**src/rtl/addr_bit_latch_pkg.sv**
```systemverilog
// Package: shared mode type and helpers for the addressable bit latch.
// Assumes: mode controls are active-low and already synchronous to clk.
package addr_bit_latch_pkg;

    // Operating modes selected by the two active-low controls.
    typedef enum logic [1:0] {
        MODE_WRITE  = 2'd0,  // wr_en_n=0, clr_n=1
        MODE_HOLD   = 2'd1,  // wr_en_n=1, clr_n=1
        MODE_DECODE = 2'd2,  // wr_en_n=0, clr_n=0
        MODE_CLEAR  = 2'd3   // wr_en_n=1, clr_n=0
    } latch_mode_e;

endpackage

```
**src/rtl/latch_mode_decode.sv**
```systemverilog
// Module: latch_mode_decode
// Purpose: turns the two active-low controls into one mode value.
// Assumes: inputs are sampled by the downstream registers; purely combinational.
module latch_mode_decode
    import addr_bit_latch_pkg::*;
(
    input  logic        wr_en_n,
    input  logic        clr_n,
    output latch_mode_e mode
);

    // Map control pair to the operating mode.
    always_comb begin
        unique case ({wr_en_n, clr_n})
            2'b01:   mode = MODE_WRITE;
            2'b11:   mode = MODE_HOLD;
            2'b00:   mode = MODE_DECODE;
            default: mode = MODE_CLEAR;
        endcase
    end

endmodule

```
**src/rtl/latch_store_array.sv**
```systemverilog
// Module: latch_store_array
// Purpose: holds NUM_ENTRIES single-bit entries; writes one entry in write
// mode, clears all in clear mode, holds otherwise.
// Assumes: synchronous active-low reset; next-state vector exported so the
// output stage can register it without an extra cycle.
module latch_store_array
    import addr_bit_latch_pkg::*;
#(
    parameter int NUM_ENTRIES = 8,
    localparam int ADDR_W = (NUM_ENTRIES > 1) ? $clog2(NUM_ENTRIES) : 1
) (
    input  logic                   clk,
    input  logic                   rst_n,
    input  latch_mode_e            mode,
    input  logic [ADDR_W-1:0]      addr,
    input  logic                   din,
    output logic [NUM_ENTRIES-1:0] store_next,
    output logic [NUM_ENTRIES-1:0] store_q
);

    for (genvar gi = 0; gi < NUM_ENTRIES; gi++) begin : g_entry
        logic hit;
        // Entry gi is selected when the address equals its index.
        assign hit = (addr == ADDR_W'(gi));

        // Next value of entry gi for the current mode.
        always_comb begin
            unique case (mode)
                MODE_WRITE: store_next[gi] = hit ? din : store_q[gi];
                MODE_CLEAR: store_next[gi] = 1'b0;
                default:    store_next[gi] = store_q[gi];
            endcase
        end

        // Entry storage register.
        always_ff @(posedge clk) begin
            if (!rst_n) store_q[gi] <= 1'b0;
            else        store_q[gi] <= store_next[gi];
        end
    end


    hold_stable_chk: assert property (@(posedge clk) disable iff (!rst_n)
        (mode == MODE_HOLD) |=> $stable(store_q));


    decode_keeps_store_chk: assert property (@(posedge clk) disable iff (!rst_n)
        (mode == MODE_DECODE) |=> $stable(store_q));


    write_one_entry_chk: assert property (@(posedge clk) disable iff (!rst_n)
        (mode == MODE_WRITE) |=> ($countones(store_q ^ $past(store_q)) <= 1));

endmodule

```
**src/rtl/latch_out_stage.sv**
```systemverilog
// Module: latch_out_stage
// Purpose: registers the output word: the one-hot decode of din in decode
// mode, otherwise the next stored contents.
// Assumes: store_next already holds zeros in clear mode.
module latch_out_stage
    import addr_bit_latch_pkg::*;
#(
    parameter int NUM_ENTRIES = 8,
    localparam int ADDR_W = (NUM_ENTRIES > 1) ? $clog2(NUM_ENTRIES) : 1
) (
    input  logic                   clk,
    input  logic                   rst_n,
    input  latch_mode_e            mode,
    input  logic [ADDR_W-1:0]      addr,
    input  logic                   din,
    input  logic [NUM_ENTRIES-1:0] store_next,
    output logic [NUM_ENTRIES-1:0] q
);

    logic [NUM_ENTRIES-1:0] demux_word;
    logic [NUM_ENTRIES-1:0] q_next;

    for (genvar gi = 0; gi < NUM_ENTRIES; gi++) begin : g_demux
        // Line gi carries din only when it is addressed.
        assign demux_word[gi] = din & (addr == ADDR_W'(gi));
    end

    // Choose between the steered data and the stored word.
    always_comb begin
        q_next = (mode == MODE_DECODE) ? demux_word : store_next;
    end

    // Output register.
    always_ff @(posedge clk) begin
        if (!rst_n) q <= '0;
        else        q <= q_next;
    end


    decode_onehot_chk: assert property (@(posedge clk) disable iff (!rst_n)
        (mode == MODE_DECODE) |=> $onehot0(q));


    clear_zero_chk: assert property (@(posedge clk) disable iff (!rst_n)
        (mode == MODE_CLEAR) |=> (q == '0));


    reset_zero_chk: assert property (@(posedge clk)
        !rst_n |=> (q == '0));

endmodule

```
**src/rtl/addr_change_monitor.sv**
```systemverilog
// Module: addr_change_monitor
// Purpose: flags an address move between two consecutive write-mode cycles.
// Assumes: flag is registered; it is due one edge after the offending sample.
module addr_change_monitor
    import addr_bit_latch_pkg::*;
#(
    parameter int ADDR_W = 3
) (
    input  logic              clk,
    input  logic              rst_n,
    input  latch_mode_e       mode,
    input  logic [ADDR_W-1:0] addr,
    output logic              violation
);

    logic [ADDR_W-1:0] prev_addr;
    logic              prev_write;
    logic              is_write;

    // Current cycle is a write cycle.
    assign is_write = (mode == MODE_WRITE);

    // Remember last sampled address and whether it was a write.
    always_ff @(posedge clk) begin
        if (!rst_n) begin
            prev_addr  <= '0;
            prev_write <= 1'b0;
        end else begin
            prev_addr  <= addr;
            prev_write <= is_write;
        end
    end

    // Raise the flag for one cycle on an address move inside a write run.
    always_ff @(posedge clk) begin
        if (!rst_n) violation <= 1'b0;
        else        violation <= is_write && prev_write && (addr != prev_addr);
    end


    viol_needs_write_chk: assert property (@(posedge clk) disable iff (!rst_n)
        $rose(violation) |-> $past(is_write));


    viol_reset_chk: assert property (@(posedge clk)
        !rst_n |=> !violation);

endmodule

```
**src/rtl/addr_bit_latch.sv**
```systemverilog
// Module: addr_bit_latch (top)
// Purpose: addressable bit latch with hold, decode and clear modes plus an
// address-move monitor. Outputs are registered (one cycle latency).
// Assumes: all inputs synchronous to clk; rst_n synchronous, active-low.
module addr_bit_latch
    import addr_bit_latch_pkg::*;
#(
    parameter int NUM_ENTRIES = 8,
    localparam int ADDR_W = (NUM_ENTRIES > 1) ? $clog2(NUM_ENTRIES) : 1
) (
    input  logic                   clk,
    input  logic                   rst_n,
    input  logic                   wr_en_n,
    input  logic                   clr_n,
    input  logic [ADDR_W-1:0]      addr,
    input  logic                   din,
    output logic [NUM_ENTRIES-1:0] q,
    output logic                   addr_violation
);

    latch_mode_e            mode;
    logic [NUM_ENTRIES-1:0] store_next;
    logic [NUM_ENTRIES-1:0] store_q;

    latch_mode_decode u_mode (
        .wr_en_n (wr_en_n),
        .clr_n   (clr_n),
        .mode    (mode)
    );

    latch_store_array #(.NUM_ENTRIES(NUM_ENTRIES)) u_store (
        .clk        (clk),
        .rst_n      (rst_n),
        .mode       (mode),
        .addr       (addr),
        .din        (din),
        .store_next (store_next),
        .store_q    (store_q)
    );

    latch_out_stage #(.NUM_ENTRIES(NUM_ENTRIES)) u_out (
        .clk        (clk),
        .rst_n      (rst_n),
        .mode       (mode),
        .addr       (addr),
        .din        (din),
        .store_next (store_next),
        .q          (q)
    );

    addr_change_monitor #(.ADDR_W(ADDR_W)) u_mon (
        .clk       (clk),
        .rst_n     (rst_n),
        .mode      (mode),
        .addr      (addr),
        .violation (addr_violation)
    );


    hold_shows_store_chk: assert property (@(posedge clk) disable iff (!rst_n)
        (mode == MODE_HOLD) |=> (q == store_q));

endmodule

```
**config.mk**
```make
export PLATFORM = sky130hd
export DESIGN_NAME = addr_bit_latch
export DESIGN_NICKNAME = d
export VERILOG_FILES = /design/src/rtl/addr_bit_latch_pkg.sv /design/src/rtl/latch_mode_decode.sv /design/src/rtl/latch_store_array.sv /design/src/rtl/latch_out_stage.sv /design/src/rtl/addr_change_monitor.sv /design/src/rtl/addr_bit_latch.sv
export SDC_FILE = /design/constraint.sdc
export NUM_CORES = 1
export LEC_CHECK = 0
export BUFFER_PORTS_ARGS = -buffer_cell sky130_fd_sc_hd__buf_2
export CAP_MARGIN = 20
export CORE_UTILIZATION = 39
export CTS_CLUSTER_DIAMETER = 50
export DETAILED_ROUTE_END_ITERATION = 16
export SYNTH_ARGS = -nofsm -noshare
export SYNTH_HDL_FRONTEND = slang
export SYNTH_SLANG_ARGS = --single-unit
```
**constraint.sdc**
```tcl
create_clock -name clk -period 2.1 [get_ports clk]
set_input_delay 0.21 -clock clk [delete_from_list [all_inputs] [get_ports clk]]
set_output_delay 0.21 -clock clk [all_outputs]
set_load 0.005 [all_outputs]
```
Word level (Yosys, flattened, before mapping) --
Index checks and enable logic that the tools add are counted.
Storage, ports and cells: bits in registers 21, input port bits 8, output and inout bits 9, word-level logic and storage cells 55
Cells by class: equal/unequal tests 12, mux-type cells 18, bitwise logic cells 8, reduce and logical (&&, ||, !) cells 5
Operators by type and width (count):
- 1-bit case mux with 2 select lines | 8
- 3-bit equality test, second input constant | 4
- 1-bit AND | 8
- 1-bit 2-to-1 mux | 8
- 8-bit 2-to-1 mux | 1
- 2-bit equality test, second input constant | 3
- 3-bit by 2-bit equality test with 1-bit output, second input constant | 2
- 2-bit case mux with 3 select lines | 1
- 2-bit logical NOT | 2
- 3-bit by 1-bit equality test with 1-bit output, second input constant | 1
- 3-bit logical NOT | 1
- 3-bit != test | 1
- 2-bit by 1-bit equality test with 1-bit output, second input constant | 1
- 1-bit logical AND | 2

Logic depth before layout (Yosys ltp) --
Gate-level depths: netlist of the first run.
word-level depth 5, depth in mapped cells 6, depth with buffers taken out 5

By module --
A second synthesis of the first run with hierarchy kept.
Unflattened totals: cells, all modules 108, area, all modules 1073.5 sq um
By module, submodules not included:
- latch_store_array | instances 1, cells each 68, area each 559.3 sq um
- latch_out_stage | instances 1, cells each 25, area each 339.1 sq um
- addr_change_monitor | instances 1, cells each 13, area each 167.7 sq um
- latch_mode_decode | instances 1, cells each 2, area each 7.5 sq um

Least setup slack after synthesis of the first run --
OpenSTA, ideal clock, no wires.
path kind in2reg, from input wr_en_n, to register u_out.q[2], library setup time 0.076 ns, arrival 1.295 ns, path slack 0.729 ns, stages 6, path buffers 1, path through inv_1 > ha_1 > buf_2 > a21oi_1 > or3b_1 > o22ai_1
Between the ends: word-level cells in the longest chain between the ends 5
RTL lines:
- start: declaration | line addr_bit_latch.sv:13 | input logic wr_en_n,
- 2-bit equality test (tied with other cells) | line latch_mode_decode.sv:14 | unique case ({wr_en_n, clr_n})
- 2-bit case mux with 3 select lines * | line latch_mode_decode.sv:14
- 2-bit equality test / 2-bit logical NOT (equally long branches) | line latch_store_array.sv:28 | unique case (mode)
- 1-bit case mux with 2 select lines | line latch_store_array.sv:28
- 8-bit 2-to-1 mux * | line latch_out_stage.sv:30 | q_next = (mode == MODE_DECODE) ? demux_word : store_next;
- end signal: assignment | line latch_out_stage.sv:36 | else q <= q_next;
- end: declaration | line latch_out_stage.sv:17 | output logic [NUM_ENTRIES-1:0] q
Every way passes the cells marked *; elsewhere a longest branch is shown, timed or not. A chain may end at the register's enable or synchronous reset.

Worst setup path after layout of the first run --
from input wr_en_n, to register u_store.store_q[6]
Between the ends: word-level cells in the longest chain between the ends 4
RTL lines:
- 2-bit equality test (tied with other cells) | line latch_mode_decode.sv:14
- 2-bit case mux with 3 select lines * | line latch_mode_decode.sv:14
- 2-bit equality test / 2-bit logical NOT (equally long branches) | line latch_store_array.sv:28
- 1-bit case mux with 2 select lines * | line latch_store_array.sv:28
- end signal: indexed assignment | line latch_store_array.sv:38 | else store_q[gi] <= store_next[gi];
- end: declaration | line latch_store_array.sv:18 | output logic [NUM_ENTRIES-1:0] store_q
Marks and branches as above.

==> results of run 1 <==
==> per-stage QoR <==
| stage | instances | utilization [%] | worst slack, ns | hold WS, ns |
|---|---|---|---|---|
| finish | 147 | 45.5 | 0.777 | 0.279 |
| global route | 147 | 45.5 | 0.704 | 0.258 |
| CTS | 147 | 45.5 | 0.786 | 0.264 |
| detailed placement | 143 | 44.4 | 0.459 | 0.422 |
| global placement | 143 | 44.4 | 0.471 | 0.417 |
| floorplan | 104 | - | 0.729 | 0.414 |
==> worst reg2reg max path, cell delays in order (launching register included) <==
cell and delay, ns:
dfxtp_1 0.36, o311ai_4 0.09, o41ai_2 0.12, a221o_1 0.30
==> final cells by class <==
cell class	instances	area [um^2]
Timing Repair Buffer	16	80.1
Clock buffer	4	26.3
Sequential cell	21	420
Multi-Input combinational cell	72	558
Fill cell	244	1360
Tap cell	30	37.5
Inverter	4	15.0
==> state kept, by name, summed over array words and instances (netlist names) <==
name and count:
u_mon.violation 1, u_mon.prev_write 1, u_out.q 8, u_store.store_q 8
u_mon.prev_addr 3
==> power groups by stage <==
stage                     sequential, mW  combinational (mW)  clock (mW)
after floorplan                    0.416              0.0629           0
after global placement             0.416              0.0831           0
after detailed placement           0.416              0.0825           0
after CTS                          0.408              0.0829       0.205
after global routing               0.408              0.0915       0.227
final                              0.407              0.0829       0.196
==> layout by cell type (no fill, tap or decap), drive strengths merged, types with 3 or more instances in the layout <==
cell / count
a21boi: 4
a221o: 4
and2: 4
buf: 16
clkbuf: 4
dfxtp: 21
inv: 4
mux2i: 3
nand2: 7
nand2b: 6
nor2: 3
nor2b: 5
o21a: 4
o311ai: 3
xor2: 3
==> layer usage <==
metal | share of wire (%) | vias up | track usage, %
li1 | - | 402 | -
met1 | 49 | 367 | 21.3
met2 | 46 | 21 | 23.3
met3 | 4.0 | 2 | 6.78
met4 | 0.76 | 0 | 6.14
met5 | 0 | - | 0
==> cell families (layout without fill, tap and decap cells) <==
group | after synthesis | count (layout)
AND/OR/NAND/NOR | 38 | 38
AO/OA/AOI/OAI | 24 | 24
flip-flops | 21 | 21
buffers and inverters | 11 | 24
multiplexers | 5 | 5
XOR/XNOR | 3 | 3
adder cells (fa/ha/maj) | 2 | 2
==> final timing paths <==
kind | cells past startpoint | end | slack, ns | from
max | 6 | u_store.store_q[6] | 0.78 | wr_en_n
min | 2 | u_store.store_q[5] | 0.28 | rst_n
max reg2reg | 3 | u_out.q[0] | 1.12 | u_store.store_q[0]
min reg2reg | 1 | u_mon.violation | 0.43 | u_mon.prev_write
==> results_dict.tcl, run 1 <==
set metrics [dict create \
    outcome "complete, no violations" \
    synthTopCellsByArea "dfxtp_1 (40%), a221o_1 (3.8%), nand2b_1 (3.6%), nor2b_1 (3.0%), mux2i_1 (2.9%)" \
    drt_iter0_markers 14 \
    grt_max_degree 19 \
    grt_use_total_pct 16.2 \
    clk_pin_slew_worst_paths_ns 0.12 \
    overflow 0 \
    fin_nets 128 \
    synth_top_area_share_pct 40.4 \
    io_pins 17 \
    tns_ns 0 \
    yosys.area_share.xor_xnor_pct 2.52 \
    power.leakage_nw 0.460 \
    h-tree-depth 1 \
    cts_num_sinks 21 \
    finalMaxSlewViolations 0 \
    layout-drive-gt1-share_pct 23.1 \
    antenna_cells 0 \
    fp.dieArea_um2 2880 \
    fin_crit_sh_pct 63.0 \
    async_reset_ff_share_pct 0 \
    cts_max_path_buffers 2 \
    synth_top_family_by_area "simple AND/OR/NAND/NOR gates" \
    ys_ff_latch 21 \
    max_stage_delay_ns 0.49 \
    fmax_mhz 756 \
    vias 792 \
    power.share.clock_pct 28.6 \
    fin_skew_ns 0.00538 \
    arrival_ns 1.56 \
    drt_wl_total_um 1990 \
    synth_cell_types 37 \
    end_kind "flop" \
    critical_path_class "in -> reg" \
    setup_viol 0 \
    period_needed_ns 1.32 \
    cts_tree "yes" \
    hold_buffers 0 \
    ctsResizeCount 0 \
    synth_top_cells_by_count "dfxtp_1 (21), nand2_1 (7), nand2b_1 (6)" \
    synth-seq-area-share_pct 40.4 \
    cp_top_family "simple AND/OR/NAND/NOR gates" \
    post_drt_wl_per_cell_um 13.5 \
    placement_rows 18 \
    grt_pass1_vias 705 \
    place_area_um2 1110 \
    ir_drop_uv 505 \
    hold_violations 0 \
    design_area_um2 1140 \
    yosys.cell_count.top_type "dfxtp_1" \
    grt_setup_unrepaired "no" \
    synthesis.instances 104 \
    synth-edff-count 0 \
    die_h_um 53.7 \
    synthToLayoutAreaGrowth_pct 9.25 \
    tightest_slew_ns 0.445 \
    yosys_warnings 0 \
    critPathLaunchType "primary input" \
    power.switching_mw 0.179 \
    synth_flop_cell "dfxtp_1" \
    gp_congestion 0.785 \
    syn-cell-area_um2 1040 \
    port-buffer-count 16 \
    worst-path-buf-inv 2 \
    synthAdderAreaFrac_pct 2.40 \
    antenna_found_initial 0 \
    drcViolationCount 0 \
    synth.area.mux_share_pct 5.41 \
    synth_area_per_cell_um2 10.0 \
    worstHoldPathType "in -> reg" \
    clock_latency_ns 0.30 \
    core_um2 2500 \
    relSlewSlack_pct 70.4 \
    cp.required_ns 2.34 \
    drv_cap 0 \
    slowest_stage "ha_1" \
    switching_share_pct 26.0 \
    yosys.area.top_type "dfxtp_1" \
    hpwl_um 1360 \
    crit_fanout 11 \
    firstDrtPassIters 4 \
    synth_compound_area_share_pct 20.7 \
    combPwrFrac_pct 12.1 \
    ant_nets 0 \
    grt_first_pass_wirelength_um 3280 \
    cts_made_buffers 3 \
    drt-vias-per-instance 5.39 \
    p_seq_share_pct 59.4 \
    start_util_pct 41.6 \
    cts_setup_buffers 0 \
    p_int_mw 0.508 \
    fp.dieW_um 53.7 \
    yosys.area_share.simple_pct 22.6 \
    pwr_density_cell_nw_per_um2 603 \
    crit_chain "buf_2 > inv_1 > ha_1 > nand3_2 > or3_1 > a21boi_1" \
    cts_root_buffer "clkbuf_4" \
    synth_nets 114 \
    fin_total_pwr_mw 0.686 \
]
Power figures use the tool's default switching activity.
==> run 2: changes to the inputs <==
- clock period: 2.1 -> 1.14 ns (I/O delays scaled with it)
==> results_dict.tcl, run 2 (same netlist as run 1, synthesis figures left out) <==
set metrics [dict create \
    fin_nets 141 \
    firstDrtPassIters 4 \
    final_util_pct 50.4 \
    fp.dieW_um 53.7 \
    synthToLayoutAreaGrowth_pct 20.9 \
    top_regs "u_out.q (8), u_store.store_q (8), u_mon.prev_addr (3)" \
    die_h_um 53.7 \
    crit_fanout 8 \
    antenna_cells 0 \
    layout_common_cells "dfxtp_1 (21), buf_2 (16), buf_4 (13)" \
    clock_latency_ns 0.30 \
    relSlewSlack_pct 75.1 \
    fin_total_pwr_mw 1.31 \
    period_needed_ns 0.995 \
    cts_root_buffer "clkbuf_4" \
    cp.required_ns 1.37 \
    fin_crit_sh_pct 87.3 \
    gp_congestion 0.793 \
    worstHoldPathType "in -> reg" \
    end_kind "flop" \
    critPathLaunchType "primary input" \
    hold_violations 0 \
    place_ws_ns -0.176 \
    design_area_um2 1260 \
    core_um2 2500 \
    layout_commonest_cell "dfxtp_1" \
    finalHoldWorstSlack_ns 0.163 \
    critical_path_class "in -> reg" \
    setup_viol 0 \
    tns_ns 0 \
    seqCellArea_um2 420 \
    place_area_um2 1230 \
    drt_iter0_markers 10 \
    fmax_mhz 1000 \
    grt_setup_unrepaired "no" \
    multi_input_area_um2 582 \
    vias 850 \
    power.leakage_nw 0.521 \
    ant_nets 0 \
    clk_pin_slew_worst_paths_ns 0.12 \
    final_cells 160 \
    cts_made_buffers 3 \
    antenna_found_initial 0 \
    io_pins 17 \
    outcome "complete, no violations" \
    grt_max_degree 15 \
    grt_first_pass_wirelength_um 3700 \
    hpwl_um 1660 \
    fill_cells 237 \
    port-buffer-count 16 \
    ir_drop_uv 734 \
    finalMaxSlewViolations 0 \
    arrival_ns 1.23 \
    worstRegToRegCells 3 \
    fin_skew_ns 0.00837 \
    fin_ws_ns 0.145 \
    layout-drive-gt1-share_pct 33.8 \
    cts_max_path_buffers 2 \
    drv_cap 0 \
    placement_rows 18 \
    fp.dieArea_um2 2880 \
    cts_num_sinks 21 \
    tightest_slew_ns 0.368 \
    drt-vias-per-instance 5.31 \
    pwr_density_cell_nw_per_um2 1040 \
    hold_path_depth 2 \
    ctsResizeCount 0 \
    cts_tree "yes" \
    cts_setup_buffers 0 \
    h-tree-depth 1 \
    grt_pass1_vias 834 \
    drcViolationCount 0 \
    hold_buffers 0 \
    overflow 0 \
    post-place-cells 156 \
    grt_use_total_pct 18.0 \
    start_util_pct 41.6 \
    post_drt_wl_per_cell_um 13.4 \
    drt_wl_total_um 2150 \
]
-- run 2: routing by layer --
| layer | track usage, % | part of all wire [%] | routed length [um] | up-vias |
|---|---|---|---|---|
| met4 | 7.02 | 0.56 | 12 | 0 |
| met3 | 3.39 | 3.7 | 80 | 2 |
| met1 | 23.6 | 47 | 1000 | 403 |
| li1 | - | - | - | 426 |
| met5 | 0 | 0 | 0 | - |
| met2 | 28.8 | 49 | 1050 | 19 |
-- run 2: cell type report --
type	count	share of cell area, %
Multi-Input combinational cell	72	46.2
Tap cell	30	2.98
Timing Repair Buffer	29	14.1
Clock buffer	4	2.09
Inverter	4	1.19
Sequential cell	21	33.4
-- run 2: where the power goes --
| part | internal (mW) | leakage, nW | switching [mW] | total (mW) |
|---|---|---|---|---|
| registers | 0.746 | 0.170 | 0.00425 | 0.750 |
| logic | 0.0940 | 0.336 | 0.115 | 0.209 |
| clock network | 0.136 | 0.0150 | 0.219 | 0.355 |
-- run 2: worst paths after layout --
path,from,to,slack (ns)
max reg2reg,u_store.store_q[0],u_out.q[0],0.17
min,rst_n,u_store.store_q[5],0.16
max,wr_en_n,u_store.store_q[2],0.14
min reg2reg,u_mon.prev_write,u_mon.violation,0.45
-- run 2: critical path: stages --
cell	delay, ns
buf_2	0.10
inv_2	0.07
ha_1	0.30
nand3_4	0.16
or3_1	0.34
a21boi_1	0.15
==> run 3: changes to the inputs <==
- CORE_UTILIZATION: 39 -> 48
- PLACE_DENSITY: default -> 0.72
==> results_dict.tcl, run 3 (same netlist as run 1, synthesis figures left out) <==
set metrics [dict create \
    outcome "complete, no violations" \
    grt_first_pass_wirelength_um 3590 \
    grt_max_degree 15 \
    cts_tree "yes" \
    period_needed_ns 1.02 \
    clock_latency_ns 0.31 \
    start_util_pct 52.0 \
    firstDrtPassIters 4 \
    drt_iter0_markers 29 \
    port-buffer-count 16 \
    critical_path_class "in -> reg" \
    fin_nets 138 \
    tightest_slew_ns 0.359 \
    fin_skew_ns 0.00806 \
    grt_pass1_vias 792 \
    relSlewSlack_pct 75.7 \
    pwr_density_cell_nw_per_um2 1060 \
    layout-drive-gt1-share_pct 33.1 \
    arrival_ns 1.26 \
    h-tree-depth 1 \
    die_h_um 48.6 \
    cts_made_buffers 3 \
    drcViolationCount 0 \
    layout_common_cells "dfxtp_1 (21), buf_2 (16), buf_4 (10)" \
    critPathLaunchType "primary input" \
    cts_root_buffer "clkbuf_4" \
    vias 858 \
    grt_setup_unrepaired "no" \
    fin_crit_sh_pct 89.6 \
    overflow 0 \
    end_kind "flop" \
    hpwl_um 1580 \
    io_pins 17 \
    crit_fanout 6 \
    core_um2 2000 \
    ir_drop_uv 720 \
    cts_setup_buffers 0 \
    layout_commonest_cell "dfxtp_1" \
    place_area_um2 1210 \
    worstHoldPathType "in -> reg" \
    hold_buffers 0 \
    crit_chain "buf_2 > inv_2 > ha_1 > buf_4 > nand2_1 > mux2_4 > a21boi_1" \
    drt-vias-per-instance 5.57 \
    ctsResizeCount 0 \
    fp.dieW_um 48.6 \
    fmax_mhz 979 \
    top_regs "u_out.q (8), u_store.store_q (8), u_mon.prev_addr (3)" \
    power.leakage_nw 0.510 \
    synthToLayoutAreaGrowth_pct 18.5 \
    antenna_found_initial 0 \
    max_stage_delay_ns 0.34 \
    ant_nets 0 \
    cts_max_path_buffers 2 \
    reg2reg_slack_ns 0.17 \
    drv_cap 0 \
    clk_pin_slew_worst_paths_ns 0.12 \
    cp.required_ns 1.38 \
    design_area_um2 1230 \
    drt_wl_total_um 2150 \
    grt_use_total_pct 19.8 \
    hold_violations 0 \
    placement_rows 16 \
    post_drt_wl_per_cell_um 14.0 \
    setup_viol 0 \
    cts_num_sinks 21 \
    finalMaxSlewViolations 0 \
    slowest_stage "ha_1" \
    tns_ns 0 \
    gp_congestion 0.816 \
    fp.dieArea_um2 2360 \
    antenna_cells 0 \
]
run 3: cell types whose count changed in the layout (fill, tap and decap cells not counted):
cell,previous run,this run
buf_4,13,10
clkinv_2,0,1
clkbuf_1,1,0
run 3: per-stage QoR:
stage | hold WS (ns) | power, mW | setup WS [ns] | utilization [%] | instances
after CTS | 0.135 | 1.32 | 0.129 | 61.6 | 154
after detailed placement | 0.445 | 0.965 | -0.216 | 60.3 | 150
final | 0.149 | 1.31 | 0.118 | 61.6 | 154
after global placement | 0.417 | 0.962 | -0.150 | 60.3 | 150
after global routing | 0.144 | 1.37 | 0.0585 | 61.6 | 154
after floorplan | 0.341 | 0.902 | 0.00272 | - | 104
run 3: final cells by class:
class | count | area, um^2
clock buffer | 3 | 22.5
timing repair buffer | 26 | 155
fill | 187 | 768
multi-input combinational | 72 | 582
sequential | 21 | 420
clock inverter | 1 | 5.00
tap | 27 | 33.8
inverter | 4 | 15.0
run 3: worst paths after layout:
| path | from | to | cells past startpoint |
|---|---|---|---|
| hold / removal | rst_n | u_store.store_q[5] | 2 |
| setup / recovery | wr_en_n | u_store.store_q[7] | 7 |
| setup reg to reg | u_store.store_q[0] | u_out.q[0] | 3 |
| hold reg to reg | u_mon.prev_write | u_mon.violation | 1 |
run 3: worst max-delay path: cells and delay by family:
family	cells	cell delay (ns)
compound gates	1	0.14
fa+ha+maj	1	0.34
buf+inv	3	0.36
mux	1	0.26
simple gates	1	0.05
run 3: layer usage:
layer,part of all wire [%],global-route usage [%]
met5,0,0
met4,1.4,8.82
met3,4.2,3.14
met2,47,33.3
met1,47,25.0
run 3: where the power goes:
| part | switching (mW) | leakage (nW) | total (mW) | internal (mW) |
|---|---|---|---|---|
| Clock | 0.224 | 0.0177 | 0.355 | 0.131 |
| Combinational | 0.115 | 0.322 | 0.201 | 0.0859 |
| Sequential | 0.00461 | 0.170 | 0.750 | 0.746 |
| Total | 0.343 | 0.510 | 1.31 | 0.963 |
